$ cat src/rtl/sw_pkg.sv
package sw_pkg;
  localparam int PTR_W = 32;

  typedef enum logic [1:0] {
    K_ADVANCE = 2'd0,
    K_HOLD    = 2'd1,
    K_FATAL   = 2'd2,
    K_HOLD_B  = 2'd3
  } td_kind_t;

  typedef enum logic [3:0] {
    S_IDLE, S_ENTRY, S_STEP, S_QH_RD, S_QH_EVAL, S_TD_RD,
    S_TD_CALL, S_WB_CTRL, S_TD_POST, S_WB_ELEM, S_DONE
  } walk_state_t;

  function automatic logic lp_term(input logic [PTR_W-1:0] p);
    return p[0];
  endfunction

  function automatic logic lp_is_qh(input logic [PTR_W-1:0] p);
    return p[1];
  endfunction

  function automatic logic lp_depth(input logic [PTR_W-1:0] p);
    return p[2];
  endfunction

  function automatic logic [PTR_W-1:0] lp_target(input logic [PTR_W-1:0] p);
    return {p[PTR_W-1:4], 4'b0000};
  endfunction
endpackage

$ cat src/rtl/sw_mem_port.sv
module sw_mem_port #(
  parameter int AW = 32,
  parameter int DW = 32
) (
  input  logic          clk,
  input  logic          rst,
  input  logic          start,
  input  logic          we,
  input  logic [AW-1:0] addr,
  input  logic [DW-1:0] wdata,
  output logic          done,
  output logic [DW-1:0] rdata,
  output logic          req_valid,
  input  logic          req_ready,
  output logic          req_we,
  output logic [AW-1:0] req_addr,
  output logic [DW-1:0] req_wdata,
  input  logic          rsp_valid,
  input  logic [DW-1:0] rsp_rdata
);
  typedef enum logic [1:0] {P_IDLE, P_REQ, P_RSP} port_state_t;
  port_state_t pst;

  always_ff @(posedge clk) begin
    if (rst) begin
      pst       <= P_IDLE;
      req_valid <= 1'b0;
      req_we    <= 1'b0;
      req_addr  <= '0;
      req_wdata <= '0;
      done      <= 1'b0;
      rdata     <= '0;
    end else begin
      done <= 1'b0;
      case (pst)
        P_IDLE: if (start) begin
          req_valid <= 1'b1;
          req_we    <= we;
          req_addr  <= addr;
          req_wdata <= wdata;
          pst       <= P_REQ;
        end
        P_REQ: if (req_ready) begin
          req_valid <= 1'b0;
          if (req_we) begin
            done <= 1'b1;
            pst  <= P_IDLE;
          end else begin
            pst  <= P_RSP;
          end
        end
        P_RSP: if (rsp_valid) begin
          rdata <= rsp_rdata;
          done  <= 1'b1;
          pst   <= P_IDLE;
        end
        default: pst <= P_IDLE;
      endcase
    end
  end

  AST_REQ_HELD: assert property (@(posedge clk) disable iff (rst)
    req_valid && !req_ready |=> req_valid && $stable(req_addr) && $stable(req_we));
  AST_START_ONLY_IDLE: assert property (@(posedge clk) disable iff (rst)
    start |-> pst == P_IDLE);
endmodule

$ cat src/rtl/sw_budget.sv
module sw_budget #(
  parameter int BUDGET = 100
) (
  input  logic clk,
  input  logic rst,
  input  logic load,
  input  logic step,
  output logic last
);
  localparam int CW = $clog2(BUDGET + 1);
  localparam logic [CW-1:0] FULL = CW'(BUDGET);
  logic [CW-1:0] cnt;

  always_ff @(posedge clk) begin
    if (rst)       cnt <= FULL;
    else if (load) cnt <= FULL;
    else if (step) cnt <= cnt - 1'b1;
  end

  assign last = (cnt == CW'(1));

  AST_BUDGET_NONZERO: assert property (@(posedge clk) disable iff (rst)
    cnt != '0);
  AST_STEP_ABOVE_ONE: assert property (@(posedge clk) disable iff (rst)
    step |-> cnt > CW'(1));
endmodule

$ cat src/rtl/sched_walker.sv
module sched_walker
  import sw_pkg::*;
#(
  parameter int AW      = 32,
  parameter int DW      = 32,
  parameter int FN_W    = 11,
  parameter int IDX_W   = 10,
  parameter int CAUSE_W = 2,
  parameter int BUDGET  = 100
) (
  input  logic               clk,
  input  logic               rst,
  input  logic               frame_tick,
  input  logic               run_en,
  input  logic [FN_W-1:0]    frame_num,
  input  logic [AW-1:0]      list_base,
  output logic               mem_req_valid,
  input  logic               mem_req_ready,
  output logic               mem_req_we,
  output logic [AW-1:0]      mem_req_addr,
  output logic [DW-1:0]      mem_req_wdata,
  input  logic               mem_rsp_valid,
  input  logic [DW-1:0]      mem_rsp_rdata,
  output logic               td_req_valid,
  output logic [DW-1:0]      td_link,
  output logic [DW-1:0]      td_ctrl,
  output logic [DW-1:0]      td_token,
  output logic [DW-1:0]      td_buffer,
  input  logic               td_rsp_valid,
  input  logic [DW-1:0]      td_rsp_ctrl,
  input  logic [1:0]         td_rsp_kind,
  input  logic [CAUSE_W-1:0] td_rsp_cause,
  output logic               frame_done,
  output logic [FN_W-1:0]    frame_num_next,
  output logic [CAUSE_W-1:0] frame_cause,
  output logic               frame_irq
);
  localparam int TD_WORDS = 4;
  localparam int WI_W     = $clog2(TD_WORDS);
  localparam logic [AW-1:0] OFS_SECOND = AW'(DW / 8);

  walk_state_t        state;
  logic               pend;
  logic [FN_W-1:0]    fn_q;
  logic [DW-1:0]      link_q, hlink_q, elink_q, new_ctrl_q;
  logic [AW-1:0]      qh_addr, td_addr;
  logic [DW-1:0]      td_w [TD_WORDS];
  logic [WI_W-1:0]    widx;
  logic               in_queue;
  td_kind_t           kind_q;
  logic [CAUSE_W-1:0] cause_q;

  logic               mc_go, mc_we, mem_start, mem_done;
  logic [AW-1:0]      mc_addr;
  logic [DW-1:0]      mc_wdata, mem_rdata;
  logic               bud_load, bud_step, bud_last;

  // Command presented to the memory port by each access state.
  always_comb begin
    mc_go    = 1'b0;
    mc_we    = 1'b0;
    mc_addr  = '0;
    mc_wdata = '0;
    case (state)
      S_ENTRY: begin
        mc_go   = 1'b1;
        mc_addr = list_base + AW'({fn_q[IDX_W-1:0], 2'b00});
      end
      S_QH_RD: begin
        mc_go   = 1'b1;
        mc_addr = qh_addr + AW'({widx, 2'b00});
      end
      S_TD_RD: begin
        mc_go   = 1'b1;
        mc_addr = td_addr + AW'({widx, 2'b00});
      end
      S_WB_CTRL: begin
        mc_go    = 1'b1;
        mc_we    = 1'b1;
        mc_addr  = td_addr + OFS_SECOND;
        mc_wdata = new_ctrl_q;
      end
      S_WB_ELEM: begin
        mc_go    = 1'b1;
        mc_we    = 1'b1;
        mc_addr  = qh_addr + OFS_SECOND;
        mc_wdata = elink_q;
      end
      default: ;
    endcase
  end

  assign mem_start = mc_go && !pend;

  assign bud_load = (state == S_IDLE) && frame_tick && run_en;
  assign bud_step = ((state == S_STEP) && !lp_term(link_q) && !bud_last) ||
                    ((state == S_QH_EVAL) && !lp_term(elink_q) &&
                     !lp_is_qh(elink_q) && !bud_last);

  sw_mem_port #(.AW(AW), .DW(DW)) u_mem (
    .clk(clk), .rst(rst),
    .start(mem_start), .we(mc_we), .addr(mc_addr), .wdata(mc_wdata),
    .done(mem_done), .rdata(mem_rdata),
    .req_valid(mem_req_valid), .req_ready(mem_req_ready), .req_we(mem_req_we),
    .req_addr(mem_req_addr), .req_wdata(mem_req_wdata),
    .rsp_valid(mem_rsp_valid), .rsp_rdata(mem_rsp_rdata)
  );

  sw_budget #(.BUDGET(BUDGET)) u_budget (
    .clk(clk), .rst(rst), .load(bud_load), .step(bud_step), .last(bud_last)
  );

  assign td_link   = td_w[0];
  assign td_ctrl   = td_w[1];
  assign td_token  = td_w[2];
  assign td_buffer = td_w[3];

  always_ff @(posedge clk) begin
    if (rst) begin
      state          <= S_IDLE;
      pend           <= 1'b0;
      fn_q           <= '0;
      link_q         <= '0;
      hlink_q        <= '0;
      elink_q        <= '0;
      new_ctrl_q     <= '0;
      qh_addr        <= '0;
      td_addr        <= '0;
      widx           <= '0;
      in_queue       <= 1'b0;
      kind_q         <= K_ADVANCE;
      cause_q        <= '0;
      td_req_valid   <= 1'b0;
      frame_done     <= 1'b0;
      frame_num_next <= '0;
      frame_cause    <= '0;
      frame_irq      <= 1'b0;
      for (int i = 0; i < TD_WORDS; i++) td_w[i] <= '0;
    end else begin
      frame_done <= 1'b0;
      if (mem_start)     pend <= 1'b1;
      else if (mem_done) pend <= 1'b0;

      case (state)
        S_IDLE: if (frame_tick && run_en) begin
          fn_q    <= frame_num;
          cause_q <= '0;
          state   <= S_ENTRY;
        end
        S_ENTRY: if (mem_done) begin
          link_q <= mem_rdata;
          state  <= S_STEP;
        end
        S_STEP: begin
          if (lp_term(link_q) || bud_last) begin
            state <= S_DONE;
          end else if (lp_is_qh(link_q)) begin
            qh_addr <= lp_target(link_q);
            widx    <= '0;
            state   <= S_QH_RD;
          end else begin
            td_addr  <= lp_target(link_q);
            in_queue <= 1'b0;
            widx     <= '0;
            state    <= S_TD_RD;
          end
        end
        S_QH_RD: if (mem_done) begin
          if (widx == '0) begin
            hlink_q <= mem_rdata;
            widx    <= widx + 1'b1;
          end else begin
            elink_q <= mem_rdata;
            state   <= S_QH_EVAL;
          end
        end
        S_QH_EVAL: begin
          if (lp_term(elink_q)) begin
            link_q <= hlink_q;
            state  <= S_STEP;
          end else if (lp_is_qh(elink_q)) begin
            link_q <= elink_q;
            state  <= S_STEP;
          end else if (bud_last) begin
            state <= S_DONE;
          end else begin
            td_addr  <= lp_target(elink_q);
            in_queue <= 1'b1;
            widx     <= '0;
            state    <= S_TD_RD;
          end
        end
        S_TD_RD: if (mem_done) begin
          td_w[widx] <= mem_rdata;
          widx       <= widx + 1'b1;
          if (widx == WI_W'(TD_WORDS - 1)) begin
            td_req_valid <= 1'b1;
            state        <= S_TD_CALL;
          end
        end
        S_TD_CALL: if (td_rsp_valid) begin
          td_req_valid <= 1'b0;
          new_ctrl_q   <= td_rsp_ctrl;
          kind_q       <= td_kind_t'(td_rsp_kind);
          cause_q      <= cause_q | td_rsp_cause;
          state        <= (td_rsp_ctrl != td_w[1]) ? S_WB_CTRL : S_TD_POST;
        end
        S_WB_CTRL: if (mem_done) state <= S_TD_POST;
        S_TD_POST: begin
          if (kind_q == K_FATAL) begin
            state <= S_DONE;
          end else if (!in_queue) begin
            link_q <= td_w[0];
            state  <= S_STEP;
          end else if (kind_q == K_ADVANCE) begin
            elink_q <= td_w[0];
            state   <= S_WB_ELEM;
          end else begin
            link_q <= hlink_q;
            state  <= S_STEP;
          end
        end
        S_WB_ELEM: if (mem_done) begin
          if (lp_depth(elink_q)) begin
            state <= S_QH_EVAL;
          end else begin
            link_q <= hlink_q;
            state  <= S_STEP;
          end
        end
        S_DONE: begin
          frame_done     <= 1'b1;
          frame_num_next <= fn_q + 1'b1;
          frame_cause    <= cause_q;
          frame_irq      <= |cause_q;
          state          <= S_IDLE;
        end
        default: state <= S_IDLE;
      endcase
    end
  end

  AST_STOPPED_STAYS_IDLE: assert property (@(posedge clk) disable iff (rst)
    state == S_IDLE && !run_en |=> state == S_IDLE);
  AST_TD_REQ_HELD: assert property (@(posedge clk) disable iff (rst)
    td_req_valid && !td_rsp_valid |=> td_req_valid);
  AST_DONE_ONE_CYCLE: assert property (@(posedge clk) disable iff (rst)
    frame_done |=> !frame_done);
  AST_FATAL_ENDS_FRAME: assert property (@(posedge clk) disable iff (rst)
    state == S_TD_POST && kind_q == K_FATAL |=> state == S_DONE);
  AST_WORD_ALIGNED: assert property (@(posedge clk) disable iff (rst)
    mem_req_valid |-> mem_req_addr[1:0] == 2'b00);
  AST_NO_MEM_WHEN_IDLE: assert property (@(posedge clk) disable iff (rst)
    state == S_IDLE && !pend |-> !mem_start);
endmodule

$ cat config.mk
export PLATFORM = sky130hd
export DESIGN_NAME = sched_walker
export DESIGN_NICKNAME = d
export VERILOG_FILES = /design/src/rtl/sw_pkg.sv /design/src/rtl/sw_mem_port.sv /design/src/rtl/sw_budget.sv /design/src/rtl/sched_walker.sv
export SDC_FILE = /design/constraint.sdc
export NUM_CORES = 1
export LEC_CHECK = 0
export ABC_AREA = 1
export ABC_CLOCK_PERIOD_IN_PS = 6200
export BUFFER_PORTS_ARGS = -buffer_cell sky130_fd_sc_hd__buf_2
export CORE_MARGIN = 2
export CORE_UTILIZATION = 34
export DETAILED_ROUTE_END_ITERATION = 12
export HOLD_SLACK_MARGIN = 0.02
export PLACE_DENSITY = 0.54
export SLEW_MARGIN = 15
export SYNTH_ARGS = -nofsm -noshare
export SYNTH_HDL_FRONTEND = slang
export SYNTH_SLANG_ARGS = --single-unit
$ cat constraint.sdc
create_clock -name clk -period 6.2 [get_ports clk]
set_input_delay 0.93 -clock clk [delete_from_list [all_inputs] [get_ports clk]]
set_output_delay 0.93 -clock clk [all_outputs]
set_load 0.005 [all_outputs]
==> impl_metrics.csv, run 1 <==
group,metric,value,unit
synth,yosysSeqAreaShare,0.516,
grt,grt.total_usage,0.226,
setup_path,start_kind,"flip-flop",
sta,hold_viol_final,0,
grt,grt_pass1_wl,106,mm
floorplanning,dieArea,61200,µm²
setup_path,worstPathMaxFanout,41,
worst_hold_path,hold_class,"reg -> reg",
sta,finalSetupViolations,0,
synth,synth_xor_area_frac,0.0109,
place,dp_hpwl,50.5,mm
detailed_routing,ant_nets,0,
floorplanning,coreArea,58800,µm²
sta,tns,0,ps
cts,clock_latency,620,ps
sta,fin_ws,2310,ps
detailed_routing,viasPerCell,5.10,
cts,numCtsBuffers,52,
cts,cts_root_buf,"clkbuf_16",
place,io_buffers,327,
sta,max_freq,257,MHz
layout,final_cell_mix,"o21ai_0, nand2_1, dfxtp_1, buf_2, nor2_1",
sta,post-route-min-period,3890,ps
floorplanning,rows,89,
sta,worst_pin_slew,1230,ps
synth,synth_cells,2552,
setup_path,critical_path_arrival,4370,ps
place,post_dp_cell_area,22300,µm²
synth,ys_seq_elements,455,
place,pre_cts_slack,2370,ps
layout,design_area,24000,µm²
pwr,swShare,0.323,
sta,timing.slew.headroom,0.181,
place,routabilityCongestion,0.871,
pwr,p_comb_frac,0.205,
detailed_routing,initialDrtViolationCount,1327,
detailed_routing,vias,18500,
grt,grt_max_degree,154,
synth,synthesis.nets,2689,
pwr,clkPwrFrac,0.359,
setup_path,crit_required,6690,ps
synth,avgSynthCellArea,7.89,µm²
synth,synth-compound-area-share,0.199,
synth,muxShareOfSynthArea,0,
synth,ys_types,42,
pwr,p_leak,9.72,nW
setup_path,critical_path_class,"reg -> reg",
synth,synth_top_area_cell,"dfxtp_1",
cts,cts_tree,"yes",
layout,final_util,0.409,
pwr,p_int,0.00581,W
synth,synth-adder-area-share,0.0122,
layout,layout_commonest_cell,"o21ai_0",
floorplanning,die_h,247,µm
setup_path,end_kind,"flip-flop",
sta,drv_slew,0,
cts,cts.clk_slew.worst_paths,60,ps
synth,synth-simple-area-share,0.180,
detailed_routing,firstDrtPassIters,5,
job,cap_violations,0,
synth,ys_warn_count,0,
synth,synth_top_family_by_area,"compound AO/OA/AOI/OAI gates",
detailed_routing,drc_errors,0,
cts,cts_htree_levels,2,
layout,finalNetCount,2939,
grt,grt_pass1_vias,17600,
cts,clock_sinks,455,
sta,fin_crit_sh,0.627,
cts,postCtsHoldBufs,0,
layout,n_fill_cell,6056,
sta,rsz0062_at_grt,"no",
setup_path,worst-r2r-setup-slack,2310,ps
pwr,p_seq_frac,0.435,
grt,antenna_found_initial,6,
detailed_routing,routedWlPerCell,19.6,µm
floorplanning,die_w,247,µm
synth,synth_top_cells_by_area,"dfxtp_1, edfxtp_1, o21ai_0",
layout,synthToLayoutAreaGrowth,19.4,%
sta,skew,27.4,ps
grt,grt-ovfl-total,0,
pwr,power_density,357,nW/µm²
synth,synth_area,20100,µm²
pwr,p_sw,0.00278,W
run_status,status,"complete, no violations",
cts,cts_max_path_buffers,3,
cts,ctsResizeCount,0,
synth,synth_top_area_frac,0.325,
floorplanning,initial_core_util,0.342,
layout,drive_above_1_share,0.161,
detailed_routing,drt_wl_total,70.8,mm
cts,cts_setup_buffers,0,
floorplanning,io_pins,328,
pwr,irDropWorstVdd,214,µV
kinds of logic (layout without fill, tap and decap cells):
logic type / count (synthesis) / count (layout)
xor gates and xnor gates: 25 / 25
AOI/OAI and AO/OA: 754 / 754
other: 0 / 3
and+or+nand+nor: 877 / 877
buffers and inverters: 422 / 715
adders and majority gates: 19 / 19
DFF: 455 / 455
Yosys cell counts (all sizes together):
cell     instances
clkbuf         120
xnor2           18
nand3          117
o221ai          12
nand2          376
a211oi           1
nand3b           5
nor4             1
o31ai            1
a221oi          23
o21ai          396
a21oi          269
xor2             7
a31oi           25
or2             11
ha              18
nand4           15
nor3b            1
fa               1
and2             2
nor3            47
o2111ai          1
o22ai            2
o211ai          21
edfxtp         128
dfxtp          327
nor2           302
clkinv           1
buf             35
inv            266
a22oi            3
state kept, by name, indices dropped and copies added, names as in the netlist, 2 cells and up:
register,cells
state,4
link_q,30
td_addr,28
frame_cause,2
elink_q,32
u_budget.cnt,7
fn_q,11
cause_q,2
new_ctrl_q,32
qh_addr,28
u_mem.rdata,32
td_w,128
u_mem.req_wdata,32
widx,2
hlink_q,30
u_mem.req_addr,32
kind_q,2
u_mem.pst,2
frame_num_next,11
per-layer routing:
metal	wire length [µm]	track usage
met2	31300	0.346
met3	5420	0.0487
met5	32	0
met4	1540	0.0657
met1	32500	0.319
power by group through the flow:
stage	logic, W	clock network (W)	registers [W]
2_1_floorplan	0.00109	0	0.00370
3_3_place_gp	0.00175	0	0.00379
3_5_place_dp	0.00176	0	0.00380
4_1_cts	0.00177	0.00315	0.00374
5_1_grt	0.00199	0.00327	0.00378
6_report	0.00176	0.00309	0.00374
worst max-delay path, cell delays in order, from the launching register on:
cell	delay (ps)
dfxtp_1	560
inv_1	110
nand2_1	130
nor2_4	60
nand2_1	890
nor2_1	190
nor3_1	260
nand2_1	500
inv_2	680
o21ai_0	190
nor2_1	120
nor2_1	40
final timing paths:
check | start | to | cells past startpoint
max | state[1] | link_q[15] | 11
min | td_addr[6] | td_addr[6] | 2
max reg2reg | state[1] | link_q[15] | 11
min reg2reg | td_addr[6] | td_addr[6] | 2
cell type report:
class                      count  area (µm²)  share of cell area
tap                          773         967              0.0403
clock buffer                  83        1510              0.0628
inverter                     267        1010              0.0419
timing repair buffer         351        1830              0.0761
antenna                        3        7.51            0.000312
multi-input combinational   1675        8130               0.339
sequential                   455       10400               0.432
clock inverter                14         184             0.00765
metrics by stage:
step                cells  hold WS (ps)  total power, W
floorplan            2552           424         0.00479
global placement     3521           432         0.00554
detailed placement   3521           437         0.00556
CTS                  3618           446         0.00866
global route         3621           459         0.00904
finish               3621           445         0.00859
Power figures use the tool's default switching activity.
==> run 2: changes to the inputs <==
- ABC_AREA: 1 -> 0
- ABC_CLOCK_PERIOD_IN_PS: 6200 -> 3450
- PLACE_DENSITY: 0.54 -> 0.56
- clock period: 6.2 -> 3.45 ns (I/O delays scaled with it)
==> run 2 against run 1 <==
Effect of this change:
- sequential share of layout area down 0.31 points
- non-clock buffer count up 28
- critical endpoint is now u_mem.req_addr[30]
- via count down 6.1%
==> impl_metrics.csv, run 2 <==
group,metric,value,unit
setup_path,critPathMaxStageDelay,580,ps
setup_path,cp_cell_sequence,"ha_1 > inv_1 > fa_1 > nand2b_1 > a21oi_1 > o211ai_1 > a2111oi_0 > mux2i_1 > nand2_1",
grt,antenna_found_initial,2,
layout,final_util,0.419,
cts,cts_tree,"yes",
cts,numCtsBuffers,52,
cts,cts_htree_levels,2,
pwr,power,0.0156,W
synth,ys_seq_elements,455,
sta,worst_pin_slew,1020,ps
cts,cts.clk_slew.worst_paths,60,ps
floorplanning,initial_core_util,0.344,
grt,grt_pass1_wl,103,mm
detailed_routing,viasPerCell,5.35,
setup_path,critical_path_arrival,3300,ps
grt,grt_pass1_vias,16400,
floorplanning,die_h,246,µm
pwr,irDropWorstVdd,411,µV
grt,grt_max_degree,149,
detailed_routing,drt_wl_total,69.6,mm
layout,layoutNonFillerInstCount,3242,
layout,finalNetCount,2567,
cts,clock_latency,630,ps
setup_path,critPathBufInv,1,
setup_path,start_kind,"flip-flop",
setup_path,end_kind,"flip-flop",
synth,synth_area,19900,µm²
sta,max_freq,351,MHz
layout,drive_above_1_share,0.210,
sta,hold_viol_final,0,
grt,grt.total_usage,0.222,
setup_path,crit_required,3900,ps
sta,finalSetupViolations,0,
grt,grt-ovfl-total,0,
sta,fin_crit_sh,0.825,
floorplanning,io_pins,328,
detailed_routing,vias,17300,
synth,ys_warn_count,0,
layout,final_cell_mix,"nand2_1, dfxtp_1, buf_2, nor2_1, a21oi_1",
synth,synth_top_cells_by_area,"dfxtp_1, edfxtp_1, nand2_1",
layout,synthToLayoutAreaGrowth,21.6,%
place,io_buffers,327,
floorplanning,rows,88,
synth,yosysMostFrequentCell,"nand2_1",
synth,synth_commonest_cells,"nand2_1, dfxtp_1, nor2_1, a21oi_1, clkbuf_1",
synth,ys_types,62,
detailed_routing,initialDrtViolationCount,1513,
synth,synth_top_area_cell,"dfxtp_1",
cts,cts_root_buf,"clkbuf_16",
setup_path,critical_path_class,"reg -> reg",
synth,synth_cells,2165,
job,cap_violations,0,
pwr,p_leak,8.88,nW
place,dp_hpwl,48.7,mm
sta,drv_slew,0,
worst_hold_path,hold_class,"in -> reg",
synth,avgSynthCellArea,9.20,µm²
cts,clock_sinks,455,
sta,timing.hold.ws,129,ps
synth,synthArstFlopShare,0,
layout,largest_reg_flops,128,
setup_path,cp_top_family,"compound AO/OA/AOI/OAI gates",
detailed_routing,drc_errors,0,
sta,rsz0062_at_grt,"no",
layout,layout_commonest_cell,"nand2_1",
detailed_routing,firstDrtPassIters,9,
synth,synth_top_area_frac,0.329,
cts,cts_max_path_buffers,3,
synth,ys.flop_type,"dfxtp_1",
floorplanning,dieArea,60500,µm²
synth,yosysSeqAreaShare,0.522,
sta,timing.slew.headroom,0.304,
setup_path,worstPathMaxFanout,6,
pwr,power_density,646,nW/µm²
synth,synthesis.nets,2302,
floorplanning,die_w,246,µm
synth,synth-edff-count,128,
sta,post-route-min-period,2850,ps
place,routabilityCongestion,0.869,
sta,tns,0,ps
layout,regMostFlops,"td_w",
cts,ctsResizeCount,0,
detailed_routing,routedWlPerCell,21.5,µm
sta,skew,67.4,ps
cts,cts_setup_buffers,0,
detailed_routing,ant_nets,0,
run_status,status,"complete, no violations",
cts,postCtsHoldBufs,0,
place,dp.cells,3141,
floorplanning,coreArea,57800,µm²
setup_path,critical-path-slowest-cell,"a2111oi_0",
==> run 2: worst paths after layout <==
| path | cells after the start | end | slack [ps] | from |
|---|---|---|---|---|
| worst max-delay path | 9 | u_mem.req_addr[30] | 600 | fn_q[0] |
| worst min-delay path | 3 | u_mem.rdata[23] | 130 | mem_rsp_rdata[23] |
| worst max register to register | 9 | u_mem.req_addr[30] | 600 | fn_q[0] |
| worst min register to register | 2 | frame_cause[0] | 450 | frame_cause[0] |
==> run 2: where the power goes <==
group / internal (W) / leakage (nW) / switching, W
registers: 0.00615 / 3.97 / 0.000588
clock network: 0.00347 / 0.896 / 0.00233
logic: 0.00120 / 4.01 / 0.00188
total: 0.0108 / 8.88 / 0.00480
==> run 2: logic make-up (layout without fill, tap and decap cells) <==
family,Yosys count,count (layout),synth area share
xor+xnor,57,57,0.0251
fa+ha+maj,19,19,0.0123
other cells,0,5,0
buf+inv,192,499,0.0386
compound gates,457,457,0.172
simple gates,962,962,0.218
flops,455,455,0.522
mux,23,23,0.0116
==> run 2: cell type report <==
class	count	area, µm²
Timing Repair Buffer	379	2120
Inverter	24	90.1
Multi-Input combinational cell	1518	8810
Fill cell	5747	33600
Clock buffer	66	1430
Clock inverter	30	382
Sequential cell	455	10400
Antenna cell	5	12.5
Tap cell	765	957
==> run 2: worst register-to-register path, delay by kind of cell, from the launching register on <==
| kind | cells | cell delay [ps] |
|---|---|---|
| compound gates | 3 | 1050 |
| fa+ha+maj | 2 | 660 |
| mux | 1 | 260 |
| flops | 1 | 410 |
| buf+inv | 1 | 70 |
| simple gates | 2 | 260 |
==> run 2: per-layer routing <==
metal  vias up  global-route usage  routed length, µm
met5         -                   0                 23
met4         4              0.0745               2180
met3       117              0.0489               5730
met2       727               0.340              30700
met1      8268               0.310              31000
li1       8214                   -                  -
==> run 2: metrics by stage <==
step | cell area [µm²] | worst slack (ps)
after floorplan | 19900 | 782
after global placement | 22400 | 476
after detailed placement | 22400 | 459
after CTS | 24200 | 568
after global routing | 24200 | 214
final | 24200 | 604
